[config.mk]
export PLATFORM = sky130hd
export DESIGN_NAME = asid_tlb
export DESIGN_NICKNAME = d
export VERILOG_FILES = /design/src/rtl/asid_tlb.sv
export SDC_FILE = /design/constraint.sdc
export NUM_CORES = 2
export LEC_CHECK = 0
export CORE_MARGIN = 10
export CORE_UTILIZATION = 55
export DETAILED_ROUTE_END_ITERATION = 16
export PLACE_DENSITY = 0.82
export SYNTH_ARGS = -nofsm -noshare
export SYNTH_HDL_FRONTEND = slang
export SYNTH_SLANG_ARGS = --single-unit
export TNS_END_PERCENT = 50
[constraint.sdc]
create_clock -name clk -period 27.9 [get_ports clk]
set_input_delay 2.79 -clock clk [delete_from_list [all_inputs] [get_ports clk]]
set_output_delay 2.79 -clock clk [all_outputs]
set_load 0.03 [all_outputs]
[src/rtl/asid_tlb.sv]
module asid_tlb #(
  parameter int ENTRIES = 16,
  parameter int VPN_W   = 20,
  parameter int PFN_W   = 16,
  parameter int ASID_W  = 8
) (
  input  logic              clk,
  input  logic              rst_n,
  input  logic              lk_valid,
  input  logic [VPN_W-1:0]  lk_vpn,
  input  logic [ASID_W-1:0] lk_asid,
  input  logic [1:0]        lk_acc,
  input  logic              fill_valid,
  input  logic [VPN_W-1:0]  fill_vpn,
  input  logic [ASID_W-1:0] fill_asid,
  input  logic [PFN_W-1:0]  fill_pfn,
  input  logic [2:0]        fill_perm,
  input  logic              fill_global,
  input  logic              fill_wired,
  input  logic              flush_all,
  input  logic              flush_asid_en,
  input  logic [ASID_W-1:0] flush_asid,
  output logic              rsp_valid,
  output logic              rsp_hit,
  output logic              rsp_miss,
  output logic              rsp_fault,
  output logic [PFN_W-1:0]  rsp_pfn,
  output logic [2:0]        rsp_perm,
  output logic              fill_overflow
);
  localparam int IDX_W = (ENTRIES > 1) ? $clog2(ENTRIES) : 1;

  logic [ENTRIES-1:0] v_q, w_q, g_q;
  logic [VPN_W-1:0]   vpn_q  [ENTRIES];
  logic [ASID_W-1:0]  asid_q [ENTRIES];
  logic [PFN_W-1:0]   pfn_q  [ENTRIES];
  logic [2:0]         perm_q [ENTRIES];
  logic [IDX_W-1:0]   age_q  [ENTRIES];

  logic [ENTRIES-1:0] lk_match, fl_match;
  logic               lk_hit, fm_hit, free_ok, vic_ok;
  logic [IDX_W-1:0]   lk_idx, fm_idx, free_idx, vic_idx, vic_age, tgt_idx, touch_idx;
  logic               flush_any, tgt_ok, fill_go, touch_en, acc_ok;

  assign flush_any = flush_all | flush_asid_en;

  always_comb begin
    for (int i = 0; i < ENTRIES; i++) begin
      lk_match[i] = v_q[i] && vpn_q[i] == lk_vpn && (g_q[i] || asid_q[i] == lk_asid);
      fl_match[i] = v_q[i] && vpn_q[i] == fill_vpn &&
                    (g_q[i] || fill_global || asid_q[i] == fill_asid);
    end
  end

  always_comb begin
    lk_hit = 1'b0; lk_idx = '0;
    fm_hit = 1'b0; fm_idx = '0;
    free_ok = 1'b0; free_idx = '0;
    for (int i = ENTRIES - 1; i >= 0; i--) begin
      if (lk_match[i]) begin lk_hit = 1'b1; lk_idx = IDX_W'(i); end
      if (fl_match[i]) begin fm_hit = 1'b1; fm_idx = IDX_W'(i); end
      if (!v_q[i])     begin free_ok = 1'b1; free_idx = IDX_W'(i); end
    end
  end

  always_comb begin
    vic_ok = 1'b0; vic_idx = '0; vic_age = '0;
    for (int i = 0; i < ENTRIES; i++) begin
      if (!w_q[i] && (!vic_ok || age_q[i] > vic_age)) begin
        vic_ok = 1'b1; vic_idx = IDX_W'(i); vic_age = age_q[i];
      end
    end
  end

  always_comb begin
    tgt_ok  = 1'b1;
    tgt_idx = vic_idx;
    if (fm_hit)       tgt_idx = fm_idx;
    else if (free_ok) tgt_idx = free_idx;
    else if (!vic_ok) tgt_ok  = 1'b0;
  end

  assign fill_go   = fill_valid && !flush_any && tgt_ok;
  assign touch_en  = fill_go || (lk_valid && lk_hit);
  assign touch_idx = fill_go ? tgt_idx : lk_idx;

  always_comb begin
    case (lk_acc)
      2'd0:    acc_ok = perm_q[lk_idx][0];
      2'd1:    acc_ok = perm_q[lk_idx][1];
      2'd2:    acc_ok = perm_q[lk_idx][2];
      default: acc_ok = 1'b0;
    endcase
  end

  always_ff @(posedge clk) begin
    if (!rst_n) begin
      v_q <= '0; w_q <= '0; g_q <= '0;
      for (int i = 0; i < ENTRIES; i++) begin
        vpn_q[i]  <= '0;
        asid_q[i] <= '0;
        pfn_q[i]  <= '0;
        perm_q[i] <= '0;
        age_q[i]  <= IDX_W'(i);
      end
    end else begin
      for (int i = 0; i < ENTRIES; i++) begin
        if (!w_q[i] && (flush_all ||
            (flush_asid_en && !g_q[i] && asid_q[i] == flush_asid)))
          v_q[i] <= 1'b0;
        if (touch_en) begin
          if (touch_idx == IDX_W'(i))        age_q[i] <= '0;
          else if (age_q[i] < age_q[touch_idx]) age_q[i] <= age_q[i] + 1'b1;
        end
      end
      if (fill_go) begin
        v_q[tgt_idx]    <= 1'b1;
        w_q[tgt_idx]    <= fill_wired;
        g_q[tgt_idx]    <= fill_global;
        vpn_q[tgt_idx]  <= fill_vpn;
        asid_q[tgt_idx] <= fill_asid;
        pfn_q[tgt_idx]  <= fill_pfn;
        perm_q[tgt_idx] <= fill_perm;
      end
    end
  end

  always_ff @(posedge clk) begin
    if (!rst_n) begin
      rsp_valid <= 1'b0; rsp_hit <= 1'b0; rsp_miss <= 1'b0; rsp_fault <= 1'b0;
      rsp_pfn <= '0; rsp_perm <= '0; fill_overflow <= 1'b0;
    end else begin
      rsp_valid     <= lk_valid;
      rsp_hit       <= lk_valid && lk_hit;
      rsp_miss      <= lk_valid && !lk_hit;
      rsp_fault     <= lk_valid && lk_hit && !acc_ok;
      rsp_pfn       <= (lk_valid && lk_hit) ? pfn_q[lk_idx] : '0;
      rsp_perm      <= (lk_valid && lk_hit) ? perm_q[lk_idx] : '0;
      fill_overflow <= fill_valid && !flush_any && !tgt_ok;
    end
  end

  AST_ONE_OUTCOME: assert property (@(posedge clk) disable iff (!rst_n)
    rsp_valid |-> $countones({rsp_hit, rsp_miss}) == 1);
  AST_MISS_CLEAN: assert property (@(posedge clk) disable iff (!rst_n)
    rsp_miss |-> (rsp_pfn == '0 && rsp_perm == '0 && !rsp_fault));
  AST_FAULT_ON_HIT: assert property (@(posedge clk) disable iff (!rst_n)
    rsp_fault |-> rsp_hit);
  AST_NO_OVERFLOW: assert property (@(posedge clk) disable iff (!rst_n)
    fill_overflow |-> $past(&(w_q & v_q)));

  for (genvar k = 0; k < ENTRIES; k++) begin : g_wired_chk
    AST_WIRED_KEPT: assert property (@(posedge clk) disable iff (!rst_n)
      (v_q[k] && w_q[k]) |=> v_q[k]);
  end
endmodule

==> impl_metrics.toml <==
[global_routing]
grt.total_usage = 0.2936
top_usage_layer = "met2"
grt_use_met3 = 0.07348
use_met2 = 0.4557
grt_use_met1 = 0.3781
antenna_found_initial = 9
grt_start_max_net_pins = 63
grt_pass1_vias = 40200
grt_pass1_wl_um = 249800
grt-ovfl-total = 0

[worst_setup_path]
crit_fanout = 26
rrSetupSlack_ps = 1860
cpLargestDelayFamily = "compound AO/OA/AOI/OAI gates"
r2r_start = "age_q[0][2]$_SDFFCE_PN0P_"
worstReg2RegEnd = "age_q[3][2]$_SDFFCE_PN0P_"
slowest_delay_ps = 550
rr_worst_depth = 128
slowest_stage = "or4_4"
worstPathArrival_ps = 26400
cpMostUsedCell = "ha_1"
worst_setup_path_end_kind = "flip-flop"
crit_buf_inv = 12
critPathCapture = "age_q[3][2]$_SDFFCE_PN0P_"
critPathLaunchType = "flip-flop"
cp_num_cells = 128
required_ps = 28260
crit_type = "reg2reg"
startpoint = "age_q[0][2]$_SDFFCE_PN0P_"

[synth]
synth_cells = 4870
ys_ff_latch = 888
ys_types = 91
yosysMostFrequentCell = "edfxtp_1"
ys_async_sr_fraction = 0
postSynthAreaPerCell_um2 = 11.19
synth-main-ff-cell = "edfxtp_1"
yosys-top-cells-area = "edfxtp_1 (45%), xor2_1 (11%), and2_1 (8.8%), xnor2_1 (5.6%), mux4_2 (3.1%)"
yosysSeqAreaShare = 0.4760
yosysTopAreaCell = "edfxtp_1"
synth_edf_count = 816
ys_warn_count = 0
syn_area_um2 = 54510
yosys-top-cells-count = "edfxtp_1 (816), and2_1 (767), xor2_1 (705)"
synth.top_cell.area_share = 0.4495
syn_nets = 5079

[floorplan]
rows = 115
dieArea_um2 = 112100
ios = 117
start_util = 0.5538
floorplan.die.height_um = 334.8
coreArea_um2 = 98420
die_w_um = 334.8

[clocking]
clockBufferDepth = 3
tritoncts.num_buffers = 90
clock_sinks = 888
clock-root-buffer = "clkbuf_16"
cts_hold_buf = 0
cts_max_level = 3
cts_tree = "built"
clk_latency_ps = 680
cts.clk_slew.worst_paths_ps = 60

[final_layout]
drive_gt1_frac = 0.1026
nFillCells = 7634
final_nets = 5056
area_growth_pct = 9.547
design_area_um2 = 59710
final_core_util = 0.6067

[placement]
post_dp_cell_area_um2 = 56520
place.gp.congestion = 0.9369
portBuffers = 116
dp_slack_ps = -93.26
hpwlAfterDp_um = 104100

[power]
p_sw_mw = 1.825
peakVddDrop_mv = 0.1923
power.share.clock = 0.245
p_int_mw = 3.124
seqPwrFrac = 0.312
sw_frac_of_total = 0.3688
leakage_nw = 22.11
comb_power_share = 0.443
power_density_nw_per_um2 = 82.90

[detailed_routing]
num_vias = 40480
ant_nets = 0
drcViolationCount = 0
wl_per_cell_um = 27.25
drt_iter0_drc = 5315
viasPerCell = 6.516
totalWireLength_um = 169300
first_pass_iters = 6

[outcome]
violations = "max-capacitance violations, max-slew violations"
status = "finished with violations"

[hold_path]
hp-class = "reg2reg"
holdCritStartpoint = "g_q[13]$_SDFFE_PN0P_"

[sta]
worst_slew_margin_rel = -0.07357
post-route-period-util = 0.9333
worst_slew_pin_slew_ps = 1601
drv_slew = 4
whs_ps = 544.6
min_period_ps = 26040
hold_viol = 0
final.setup.worst_slack_ps = 1860
finalSetupViolCount = 0
finClkSkew_ps = 29.54
fmaxAchievable_mhz = 38.40

[flow_run]
maxCapViolations = 2
-- logic make-up (layout without fill, tap and decap cells) --
logic type / count (synthesis) / in the layout / synth area share
adders and majority gates: 116 / 116 / 0.02663
muxes: 140 / 140 / 0.04380
other: 0 / 5 / 0
DFF: 888 / 888 / 0.4760
and+or+nand+nor: 1710 / 1710 / 0.1849
AOI/OAI and AO/OA: 515 / 516 / 0.06517
xor gates and xnor gates: 1056 / 1056 / 0.1697
buffers and inverters: 445 / 494 / 0.03381
-- final cells by class --
class | count | area, um^2 | area share
Tap cell | 1287 | 1610 | 0.02697
Clock buffer | 113 | 2431 | 0.04071
Multi-Input combinational cell | 3538 | 26950 | 0.4513
Timing Repair Buffer | 241 | 1966 | 0.03292
Clock inverter | 52 | 464.2 | 0.007774
Inverter | 88 | 330.3 | 0.005532
Sequential cell | 888 | 25950 | 0.4346
Antenna cell | 5 | 12.51 | 0.0002095
-- through the flow --
step	setup TNS (ps)	instances	power, mW
after floorplan	0	4870	3.138
after global placement	0	6025	3.531
after detailed placement	-372.9	6025	3.594
after CTS	0	6190	4.791
after global routing	-1061	6207	5.229
final	0	6212	4.950
-- worst register-to-register path: cells and delay by family, from the launching register on --
kind,cells,cell delay [ps]
AO/OA/AOI/OAI,63,11610
AND/OR/NAND/NOR,28,4870
adder cells (fa/ha/maj),16,4470
multiplexers,9,2930
buffers and inverters,12,1420
flip-flops,1,450
-- power by group through the flow --
| stage | Sequential [mW] | Clock (mW) | Combinational (mW) |
|---|---|---|---|
| after floorplan | 1.56 | 0 | 1.58 |
| after detailed placement | 1.57 | 0 | 2.02 |
| after global routing | 1.55 | 1.27 | 2.41 |
| after global placement | 1.57 | 0 | 1.96 |
| after CTS | 1.54 | 1.21 | 2.04 |
| final | 1.54 | 1.21 | 2.19 |
-- layout by cell type, fill, tap and decap left out, types with 44 or more instances in the layout --
master | Yosys | routed
a211oi_1 | 60 | 60
a21oi_1 | 113 | 109
and2_1 | 767 | 766
buf_4 | 13 | 122
clkbuf_16 | 0 | 92
clkdlybuf4s50_1 | 0 | 87
dfxtp_1 | 72 | 71
edfxtp_1 | 816 | 816
ha_1 | 116 | 116
inv_1 | 88 | 71
mux4_2 | 76 | 76
nand2_1 | 168 | 166
nand3_1 | 71 | 71
nand4_1 | 124 | 124
nor2_1 | 97 | 96
nor3_1 | 61 | 59
nor4_1 | 194 | 192
o211ai_1 | 44 | 44
o21ai_0 | 89 | 84
xnor2_1 | 351 | 351
xor2_1 | 705 | 705
-- how the worst min path moves through the flow --
stage               cells after the start  slack (ps)                   end
detailed placement                      1         530  g_q[13]$_SDFFE_PN0P_
global placement                        1         520  g_q[13]$_SDFFE_PN0P_
global route                            1         570  g_q[13]$_SDFFE_PN0P_
CTS                                     1         540  g_q[13]$_SDFFE_PN0P_
floorplan                               1         490  w_q[14]$_SDFFE_PN0P_
finish                                  1         540  g_q[13]$_SDFFE_PN0P_
-- sequential cells by signal, indices dropped and copies added (netlist names), 48 cells and up --
register  cells
age_q        64
pfn_q       256
asid_q      128
perm_q       48
vpn_q       320
-- per-layer routing --
metal	part of all wire	wire length (um)	vias to the layer above
met2	0.44	75190	2624
met4	0.055	9285	6
met3	0.13	22290	637
met1	0.37	62490	19840
li1	-	-	17370
met5	0.00020	34	-
-- what timing repair did --
action	CTS	global route
setup endpoints to repair	13	1680
gates resized for setup	3	34
setup buffers	0	16
hold endpoints to repair	0	0
cloned	0	1
pin swaps	0	8
No activity file was read; power rests on OpenSTA's default activity.
